`src/rtl/itc_pkg.sv`:
```
package itc_pkg;

  typedef enum logic [2:0] {
    TM_TERMFLAG = 3'd0,
    TM_ONESHOT  = 3'd1,
    TM_RATE     = 3'd2,
    TM_SQUARE   = 3'd3,
    TM_SWSTROBE = 3'd4,
    TM_HWSTROBE = 3'd5
  } tmode_e;

  // codes 6 and 7 fold onto the two periodic modes
  function automatic tmode_e fold_mode(input logic [2:0] code);
    logic [2:0] m;
    m = (code[2] && code[1]) ? {1'b0, code[1:0]} : code;
    return tmode_e'(m);
  endfunction

endpackage

```
`src/rtl/itc_digit_dec.sv`:
```
// Subtract one from a value made of 4-bit digits; each digit underflows
// to 9 in decimal mode or to F in binary mode.
module itc_digit_dec #(
  parameter int WIDTH = 16
) (
  input  logic [WIDTH-1:0] val_i,
  input  logic             bcd_i,
  output logic [WIDTH-1:0] val_o
);
  localparam int NDIG = WIDTH / 4;

  logic [NDIG:0] borrow;
  logic [3:0]    top_digit;

  assign borrow[0] = 1'b1;
  assign top_digit = bcd_i ? 4'd9 : 4'hF;

  for (genvar d = 0; d < NDIG; d++) begin : g_dig
    logic [3:0] cur;
    assign cur = val_i[4*d +: 4];
    assign val_o[4*d +: 4] = !borrow[d]    ? cur :
                             (cur == 4'd0) ? top_digit : cur - 4'd1;
    assign borrow[d+1] = borrow[d] && (cur == 4'd0);
  end
endmodule

```
`src/rtl/itc_edge_det.sv`:
```
module itc_edge_det (
  input  logic clk,
  input  logic rst_n,
  input  logic sig_i,
  output logic rise_o
);
  logic sig_q;

  always_ff @(posedge clk or negedge rst_n) begin
    if (!rst_n) sig_q <= 1'b0;
    else        sig_q <= sig_i;
  end

  assign rise_o = sig_i && !sig_q;
endmodule

```
`src/rtl/interval_timer_channel.sv`:
```
module interval_timer_channel
  import itc_pkg::*;
#(
  parameter int CNT_W = 16
) (
  input  logic             clk,
  input  logic             rst_n,
  input  logic             tick_en,
  input  logic             gate_i,
  input  logic             load_i,
  input  logic [CNT_W-1:0] load_count_i,
  input  logic [2:0]       load_mode_i,
  input  logic             load_bcd_i,
  output logic [CNT_W-1:0] count_o,
  output logic             out_o
);
  localparam logic [CNT_W-1:0] ONE = CNT_W'(1);
  localparam logic [CNT_W-1:0] TWO = CNT_W'(2);

  tmode_e           mode_q, mode_d;
  logic             bcd_q, bcd_d;
  logic [CNT_W-1:0] init_q, init_d;
  logic [CNT_W-1:0] cnt_q, cnt_d;
  logic             out_q, out_d;
  logic             run_q, run_d;
  logic             armed_q, armed_d;
  logic             fired_q, fired_d;

  logic [CNT_W-1:0] dec1, dec2;
  logic             gate_rise;
  logic             at_one, half_end, retrig_mode, strobe_en;
  tmode_e           new_mode;

  itc_edge_det u_gate_edge (
    .clk   (clk),
    .rst_n (rst_n),
    .sig_i (gate_i),
    .rise_o(gate_rise)
  );

  itc_digit_dec #(.WIDTH(CNT_W)) u_dec_a (
    .val_i(cnt_q),
    .bcd_i(bcd_q),
    .val_o(dec1)
  );

  itc_digit_dec #(.WIDTH(CNT_W)) u_dec_b (
    .val_i(dec1),
    .bcd_i(bcd_q),
    .val_o(dec2)
  );

  assign new_mode    = fold_mode(load_mode_i);
  assign at_one      = (cnt_q == ONE);
  assign half_end    = (cnt_q == ONE) || (cnt_q == TWO);
  assign retrig_mode = (mode_q == TM_ONESHOT) || (mode_q == TM_RATE) ||
                       (mode_q == TM_SQUARE)  || (mode_q == TM_HWSTROBE);
  assign strobe_en   = (mode_q == TM_SWSTROBE) ? gate_i : armed_q;

  always_comb begin
    mode_d  = mode_q;
    bcd_d   = bcd_q;
    init_d  = init_q;
    cnt_d   = cnt_q;
    out_d   = out_q;
    run_d   = run_q;
    armed_d = armed_q;
    fired_d = fired_q;
    if (load_i) begin
      mode_d  = new_mode;
      bcd_d   = load_bcd_i;
      init_d  = load_count_i;
      cnt_d   = load_count_i;
      run_d   = 1'b1;
      armed_d = 1'b0;
      fired_d = 1'b0;
      out_d   = (new_mode == TM_ONESHOT) || (new_mode == TM_SQUARE);
    end else if (run_q && gate_rise && retrig_mode) begin
      cnt_d   = init_q;
      armed_d = 1'b1;
      fired_d = 1'b0;
      out_d   = (mode_q == TM_SQUARE);
    end else if (run_q && tick_en) begin
      case (mode_q)
        TM_TERMFLAG: begin
          if (gate_i) begin
            cnt_d = dec1;
            out_d = out_q || at_one;
          end
        end
        TM_ONESHOT: begin
          if (armed_q) begin
            cnt_d = dec1;
            out_d = out_q || at_one;
          end
        end
        TM_RATE: begin
          if (gate_i) begin
            cnt_d = at_one ? init_q : dec1;
            out_d = at_one;
          end else begin
            out_d = 1'b0;
          end
        end
        TM_SQUARE: begin
          if (gate_i) begin
            if (half_end) begin
              out_d = !out_q;
              cnt_d = out_q ? {init_q[CNT_W-1:1], 1'b0} : init_q;
            end else begin
              cnt_d = dec2;
            end
          end else begin
            out_d = 1'b1;
          end
        end
        TM_SWSTROBE, TM_HWSTROBE: begin
          if (strobe_en) begin
            cnt_d   = dec1;
            out_d   = at_one && !fired_q;
            fired_d = fired_q || at_one;
          end else begin
            out_d = 1'b0;
          end
        end
        default: ;
      endcase
    end
  end

  always_ff @(posedge clk or negedge rst_n) begin
    if (!rst_n) begin
      mode_q  <= TM_TERMFLAG;
      bcd_q   <= 1'b0;
      init_q  <= '0;
      cnt_q   <= '0;
      out_q   <= 1'b0;
      run_q   <= 1'b0;
      armed_q <= 1'b0;
      fired_q <= 1'b0;
    end else begin
      mode_q  <= mode_d;
      bcd_q   <= bcd_d;
      init_q  <= init_d;
      cnt_q   <= cnt_d;
      out_q   <= out_d;
      run_q   <= run_d;
      armed_q <= armed_d;
      fired_q <= fired_d;
    end
  end

  assign count_o = cnt_q;
  assign out_o   = out_q;


  load_count_chk: assert property (@(posedge clk) disable iff (!rst_n)
    load_i |=> (count_o == $past(load_count_i)));


  mode_fold_chk: assert property (@(posedge clk) disable iff (!rst_n)
    (load_i && load_mode_i == 3'd6) |=> (mode_q == TM_RATE));


  hold_idle_chk: assert property (@(posedge clk) disable iff (!rst_n)
    (!tick_en && !load_i && !gate_rise) |=> $stable(count_o));


  termflag_sticky_chk: assert property (@(posedge clk) disable iff (!rst_n)
    (mode_q == TM_TERMFLAG && out_q && !load_i) |=> out_q);


  oneshot_trig_chk: assert property (@(posedge clk) disable iff (!rst_n)
    (mode_q == TM_ONESHOT && run_q && gate_rise && !load_i) |=> !out_q);


  rate_reload_chk: assert property (@(posedge clk) disable iff (!rst_n)
    (mode_q == TM_RATE && $rose(out_q)) |-> (cnt_q == init_q));


  strobe_width_chk: assert property (@(posedge clk) disable iff (!rst_n)
    ((mode_q == TM_SWSTROBE || mode_q == TM_HWSTROBE) && out_q && tick_en && !load_i)
      |=> !out_q);

endmodule

```
`config.mk`:
```
export PLATFORM = sky130hd
export DESIGN_NAME = interval_timer_channel
export DESIGN_NICKNAME = d
export VERILOG_FILES = /design/src/rtl/itc_pkg.sv /design/src/rtl/itc_digit_dec.sv /design/src/rtl/itc_edge_det.sv /design/src/rtl/interval_timer_channel.sv
export SDC_FILE = /design/constraint.sdc
export NUM_CORES = 1
export LEC_CHECK = 0
export BUFFER_PORTS_ARGS = -buffer_cell sky130_fd_sc_hd__buf_2
export CORE_ASPECT_RATIO = 1.5
export CORE_MARGIN = 2
export CORE_UTILIZATION = 50
export DETAILED_ROUTE_END_ITERATION = 8
export GPL_TIMING_DRIVEN = 0
export HOLD_SLACK_MARGIN = 0.1
export PLACE_DENSITY_LB_ADDON = 0.15
export SYNTH_ARGS = -nofsm -noshare
export SYNTH_HDL_FRONTEND = slang
export SYNTH_HIERARCHICAL = 1
export SYNTH_SLANG_ARGS = --single-unit
```
`constraint.sdc`:
```
create_clock -name clk -period 3.8 [get_ports clk]
set_input_delay 0.57 -clock clk [delete_from_list [all_inputs] [get_ports clk]]
set_output_delay 0.57 -clock clk [all_outputs]
set_load 0.02 [all_outputs]
```
# Word-level counts from Yosys, hierarchy flattened
# Cells that the tools add are included.
totals:
  ff_bits: 41
  latch_bits: 0
  ram_bits: 0
  romBits: 0
  input_bits: 25
  output_inout_bits: 17
  n_memories: 0
classes:
  addsub: 8
  n_mul: 0
  n_div: 0
  magnitude_cmp: 0
  n_eq_ne: 15
  shift: 0
  muxes: 46
  bitwise_logic: 0
  n_reduce_logical: 38
op_table:
  columns: ["operator", "n"]
  rows:
  - ["16-bit two-way mux", 10]
  - ["16-bit one-hot mux with 5 select lines", 1]
  - ["4-bit two-way mux", 14]
  - ["4-bit zero test", 8]
  - ["4-bit by 1-bit subtractor with 4-bit output, second input constant", 8]
  - ["1-bit two-way mux", 18]
  - ["16-bit by 1-bit == test with 1-bit output, second input constant", 1]
  - ["16-bit by 2-bit == test with 1-bit output, second input constant", 1]
  - ["4-bit by 3-bit inequality test with 1-bit output, second input constant", 3]
  - ["1-bit logical AND", 10]
  - ["3-bit by 2-bit == test with 1-bit output, second input constant", 3]
  - ["3-bit nonzero test", 3]
  - ["4-bit inequality test, second input constant", 2]
  - ["1-bit logical OR", 7]
  - ["7-bit AND reduction", 1]
  - ["7-bit nonzero test", 1]
  - ["3-bit by 1-bit == test with 1-bit output, second input constant", 2]
  - ["3-bit == test, second input constant", 2]
  - ["3-bit two-way mux", 2]
  - ["5-bit by 4-bit inequality test with 1-bit output, second input constant", 1]
  - ["1-bit one-hot mux with 5 select lines", 1]
  - ["5-bit AND reduction", 1]
  - ["1-bit zero test", 3]
  - ["3-bit zero test", 1]
  - ["other kinds (3)", 3]

# Longest topological paths before layout
depth:
  depth_word: 13
  mapped_depth: 16
  depth_no_buf: 14

# Modules after synthesis
# Netlist, hierarchy kept.
modules_own_cells:
  columns: ["mod", "instances", "cells_each", "area_each_um2", "seq_area_each_um2"]
  rows:
  - ["interval_timer_channel", 1, 290, 2650.0, 1001.0]
  - ["itc_digit_dec", 2, 69, 480.5, 0.0]
  - ["itc_edge_det", 1, 2, 38.8, 25.0]

# Worst setup path after synthesis
# No wires, ideal clock.
synth_timing:
  path_kind: "register -> register"
  startpoint: "reg cnt_q[4] (netlist: count_o[4])"
  endpoint: "reg cnt_q[5] (netlist: count_o[5])"
  setup_time_ns: 0.077
  t_arrival_ns: 3.072
  required_time_ns: 3.723
  path_slack_ns: 0.650
  path_stages_with_launch: 15
  path_buffers: 0
  synth_period_minus_slack_ns: 3.150
  cell_sequence: "dfrtp_1 > inv_1 > ha_1 > nor3b_4 > mux2_2 > o21ai_0 > inv_1 > ha_1 > nor3b_4 > mux2_2 > o21ai_0 > nand2_1 > mux2i_1 > o221ai_1 > a21oi_1"
synth_via:
  elab_chain_cells: 12
synth_lines:
  columns: ["item", "line", "source"]
  rows:
  - ["from (decl)", "interval_timer_channel.sv:23", "logic [CNT_W-1:0] cnt_q, cnt_d;"]
  - ["from (signal assigned)", "interval_timer_channel.sv:145", "cnt_q <= cnt_d;"]
  - ["4-bit by 1-bit subtractor with 4-bit output / 4-bit zero test (equally long branches)", "itc_digit_dec.sv:22", "(cur == 4'd0) ? top_digit : cur - 4'd1;"]
  - ["4-bit two-way mux *", "itc_digit_dec.sv:22", null]
  - ["4-bit two-way mux *", "itc_digit_dec.sv:21", "assign val_o[4*d +: 4] = !borrow[d] ? cur :"]
  - ["net dec1[5]", "interval_timer_channel.sv:29", "logic [CNT_W-1:0] dec1, dec2;"]
  - ["4-bit by 1-bit subtractor with 4-bit output / 4-bit zero test (equally long branches)", "itc_digit_dec.sv:22", null]
  - ["4-bit two-way mux", "itc_digit_dec.sv:22", null]
  - ["4-bit two-way mux *", "itc_digit_dec.sv:21", null]
  - ["net dec2[5]", "interval_timer_channel.sv:29", null]
  - ["16-bit two-way mux *", "interval_timer_channel.sv:107", "if (half_end) begin"]
  - ["16-bit two-way mux *", "interval_timer_channel.sv:106", "if (gate_i) begin"]
  - ["16-bit one-hot mux with 5 select lines *", "interval_timer_channel.sv:84", "case (mode_q)"]
  - ["16-bit two-way mux *", "interval_timer_channel.sv:83", "end else if (run_q && tick_en) begin"]
  - ["16-bit two-way mux *", "interval_timer_channel.sv:78", "end else if (run_q && gate_rise && retrig_mode) begin"]
  - ["16-bit two-way mux *", "interval_timer_channel.sv:69", "if (load_i) begin"]
# The timed path passes the listed nets; every way through them passes the cells marked *. The select of a mux whose other input is x is not followed.
# A chain may end at the register's enable or synchronous reset.

# Worst setup path in the final report
layout_timing:
  startpoint: "reg cnt_q[0] (netlist: count_o[0])"
  endpoint: "reg cnt_q[5] (netlist: count_o[5])"
layout_via:
  elab_chain_cells: 11
layout_lines:
  columns: ["item", "line", "source"]
  rows:
  - ["4-bit zero test *", "itc_digit_dec.sv:23", "assign borrow[d+1] = borrow[d] && (cur == 4'd0);"]
  - ["4-bit two-way mux *", "itc_digit_dec.sv:21", null]
  - ["net dec1[4]", "interval_timer_channel.sv:29", null]
  - ["4-bit by 1-bit subtractor with 4-bit output / 4-bit zero test (equally long branches)", "itc_digit_dec.sv:22", null]
  - ["4-bit two-way mux *", "itc_digit_dec.sv:22", null]
  - ["4-bit two-way mux *", "itc_digit_dec.sv:21", null]
  - ["net dec2[5]", "interval_timer_channel.sv:29", null]
  - ["16-bit two-way mux *", "interval_timer_channel.sv:107", null]
  - ["16-bit two-way mux *", "interval_timer_channel.sv:106", null]
  - ["16-bit one-hot mux with 5 select lines *", "interval_timer_channel.sv:84", null]
  - ["16-bit two-way mux *", "interval_timer_channel.sv:83", null]
  - ["16-bit two-way mux *", "interval_timer_channel.sv:78", null]
  - ["16-bit two-way mux *", "interval_timer_channel.sv:69", null]
# Marks and branches as above.

==> flow_metrics.py <==
metrics = {
    "clocking": {
        "tritoncts": "yes",
        "cts_inserted_buffers": 5,
        "post-cts-setup-buffers": 0,
        "htree_num_levels": 2,
        "post_cts_hold_buffer_count": 0,
        "post_cts.resized_instances": 0,
        "clock_tree.root_cell": "sky130_fd_sc_hd__clkbuf_8",
        "clock_path_buffers": 2,
        "clock-sinks": 41,
        "cts.clk_slew.worst_paths_ps": 80,
        "clock_latency_ps": 290,
    },
    "layout": {
        "fraction_of_layout_cells_with_a_size_suffix_above_1": 0.213,
        "stdcell_count": 580,
        "num_antenna_cells": 0,
        "nets": 515,
        "finalInstanceArea_um2": 4110,
        "area_growth_syn_to_layout_pct": 12.6,
    },
    "drt": {
        "drt_iter0_drc": 286,
        "route.met2.wl_mm": 5.57,
        "route.detailed.wl_per_inst_um": 18.7,
        "postRouteAntennaNets": 0,
        "wl_met1_mm": 4.42,
        "vias_per_cell": 6.22,
        "drcViolationCount": 0,
        "drt_pre_antenna_iters": 5,
        "dr_wl_met3_um": 487,
        "route.vias.total": 3606,
        "drt-total-wl_mm": 10.8,
        "highest_layer": "met4",
    },
    "placed_design": {
        "placedInstanceArea_um2": 3980,
        "buffer_ports.inserted": 41,
        "hpwlAfterDp_mm": 7.69,
        "globalplace.congestion": 0.871,
        "dp_worst_setup_slack_ps": 242,
        "place_inst": 571,
    },
    "synth": {
        "ys_warn_count": 6,
        "average_cell_area_after_synthesis_um2": 8.49,
        "netlist.top_cell.by_area": "sky130_fd_sc_hd__dfrtp_1",
        "synthesized_instance_count": 430,
        "post_synth_instance_area_um2": 3650,
        "postSynthRegisterBits": 41,
        "synthesized_nets": 465,
        "synth_top_area_share": 0.281,
        "post_synth_num_cell_types": 50,
        "synth.yosys.seq_area_share": 0.281,
        "synthTopCellsByArea": "sky130_fd_sc_hd__dfrtp_1, sky130_fd_sc_hd__mux2i_1, sky130_fd_sc_hd__mux2_2, sky130_fd_sc_hd__nand2_1, sky130_fd_sc_hd__a21oi_1",
    },
    "sta": {
        "timing.max_slew.rel_slack": 0.367,
        "final_min_period_over_clock_period": 0.932,
        "final-hold-violation-count": 0,
        "clock-skew-final_ps": 7.47,
        "report.final.setup_viol": 0,
        "period_minus_slack_ps": 3540,
        "totalNegativeSetupSlack_ps": 0,
        "fin_ws_ps": 258,
        "final_max_slew_viol_count": 0,
        "clock.fmax_mhz": 282,
        "rsz_0062_raised_after_global_routing": "false",
        "tightest_slew_ps": 949,
    },
    "global_routing": {
        "via_count_of_the_first_global_routing_pass": 3524,
        "grt_start_max_net_pins": 42,
        "grt_overflow": 0,
        "antenna_found_initial": 0,
        "global_route_usage_over_all_layers": 0.273,
        "wire_length_of_the_first_global_routing_pass_mm": 17.0,
    },
    "die": {
        "die_width_um": 73.8,
        "core.rowCount": 38,
        "design.portCount": 42,
        "die_area_um2": 8010,
        "floorplan.die.height_um": 109,
        "initial_core_util": 0.508,
        "floorplan.core_area_um2": 7180,
    },
    "critical_path": {
        "critical_path_cell_by_cell": "inv_1 > ha_2 > or3b_1 > clkbuf_1 > nor3_1 > a21oi_1 > inv_1 > ha_1 > nor3b_4 > mux2_2 > o21ai_0 > nand2_1 > mux2i_1 > o221ai_1 > a21oi_1",
        "worstPathBufferInverterCount": 3,
        "critPathLaunchType": "flip-flop",
        "cp-startpoint": "count_o[0]$_DFFE_PN0P_",
        "type_of_element_capturing_the_critical_path": "flip-flop",
        "biggest_fanout_along_the_worst_timing_path": 7,
        "setup.reg_to_reg.worst_slack_ps": 260,
        "cp.required_ps": 4030,
        "critPathKind": "reg -> reg",
        "data_arrival_time_of_the_worst_path_ps": 3770,
        "critical_path.slowest_cell": "sky130_fd_sc_hd__dfrtp_1",
        "r2r_end": "count_o[5]$_DFFE_PN0P_",
        "worst_path_dominant_cell_family": "simple AND/OR/NAND/NOR gates",
        "r2r_start": "count_o[0]$_DFFE_PN0P_",
        "timing.critical_path.slowest_cell_delay_ps": 480,
        "r2r_cells": 15,
    },
    "power": {
        "power_per_cell_area_nw_per_um2": 434,
        "power.static_leakage_nw": 1.84,
        "vdd_drop_max_uv": 284,
        "p_total_mw": 1.79,
    },
    "status": {
        "status": "completed",
    },
    "min_path": {
        "min-delay-path-class": "in -> async",
    },
    "job": {
        "max_cap_violations": 0,
    },
}
worst max path at each step:
stage | endpoint | slack, ps | cells after the start
after CTS | count_o[5]$_DFFE_PN0P_ | 220 | 14
after detailed placement | count_o[5]$_DFFE_PN0P_ | 240 | 14
after floorplan | count_o[5]$_DFFE_PN0P_ | 650 | 14
after global placement | count_o[5]$_DFFE_PN0P_ | 300 | 14
final | count_o[5]$_DFFE_PN0P_ | 260 | 15
after global routing | count_o[5]$_DFFE_PN0P_ | 20 | 15
layout by cell type (no fill, tap or decap), drive strengths merged, types with 2 or more instances in the layout:
cell type,count
o221ai,16
nor2b,4
nor3,8
and3,4
nor4b,2
ha,10
nand3,6
and2,3
inv,32
o211ai,2
o21ai,31
nor3b,10
nor2,33
nand2,48
mux2i,41
o31ai,2
buf,50
mux2,30
nand4,3
nor4,4
clkbuf,20
a21oi,34
o21bai,5
a221oi,16
a41oi,4
o2111ai,2
dfrtp,41
or3b,3
cells in the mapped netlist, drive strengths merged:
library cell  count
buf               9
nor2b             4
o21a              1
o211ai            2
xor2              1
a211oi            1
and4              1
and3              4
nor3b             8
nor4b             2
a31oi             1
o21ba             1
and3b             1
o21ai            31
inv              32
nor3              8
nor2             33
nor4              4
and4b             1
o221ai           16
o2111ai           2
mux2i            41
nand2            48
and4bb            1
a211o             1
a41oi             4
a21oi            34
o311ai            1
ha               10
clkbuf           15
o31ai             2
a221oi           16
or3b              3
o22ai             1
or4               1
dfrtp            41
nand4             3
and2              3
mux2             30
nand3             6
or2               1
o21bai            5
cells by family (layout without fill, tap and decap cells):
family	after synthesis	after routing	synth area share
compound gates	119	119	0.214
simple gates	132	134	0.198
mux	71	71	0.207
xor+xnor	1	1	0.00240
flops	41	41	0.281
fa+ha+maj	10	10	0.0343
buf+inv	56	104	0.0627
per-stage QoR:
stage                      util  hold WS (ps)
after floorplan               -           274
after global placement    0.554           487
after detailed placement  0.554           503
after CTS                 0.569           447
after global routing      0.573           482
final                     0.573           417
sequential cells by signal, indices dropped and copies added, names as in the netlist:
signal	cells
run_q	1
fired_q	1
out_o	1
init_q	16
bcd_q	1
count_o	16
u_gate_edge/sig_q	1
mode_q	3
armed_q	1
layer usage:
| metal | GRT usage | vias to the layer above |
|---|---|---|
| met5 | 0 | - |
| met2 | 0.484 | 134 |
| met4 | 0.130 | 0 |
| met3 | 0.0287 | 27 |
| met1 | 0.322 | 1739 |
| li1 | - | 1706 |
report_power, final:
group          internal [mW]  switching (mW)
Combinational          0.324           0.491
Clock                  0.191           0.154
Sequential             0.501           0.124
cell type report:
| cell class | instances | area [µm²] |
|---|---|---|
| Multi-Input combinational cell | 335 | 2420 |
| Sequential cell | 41 | 1030 |
| Inverter | 32 | 120 |
| Clock buffer | 5 | 68.8 |
| Clock inverter | 2 | 35.0 |
| Fill cell | 690 | 3070 |
| Buffer | 24 | 109 |
| Tap cell | 100 | 125 |
| Timing Repair Buffer | 41 | 205 |
(Power assumes the default switching activity.)
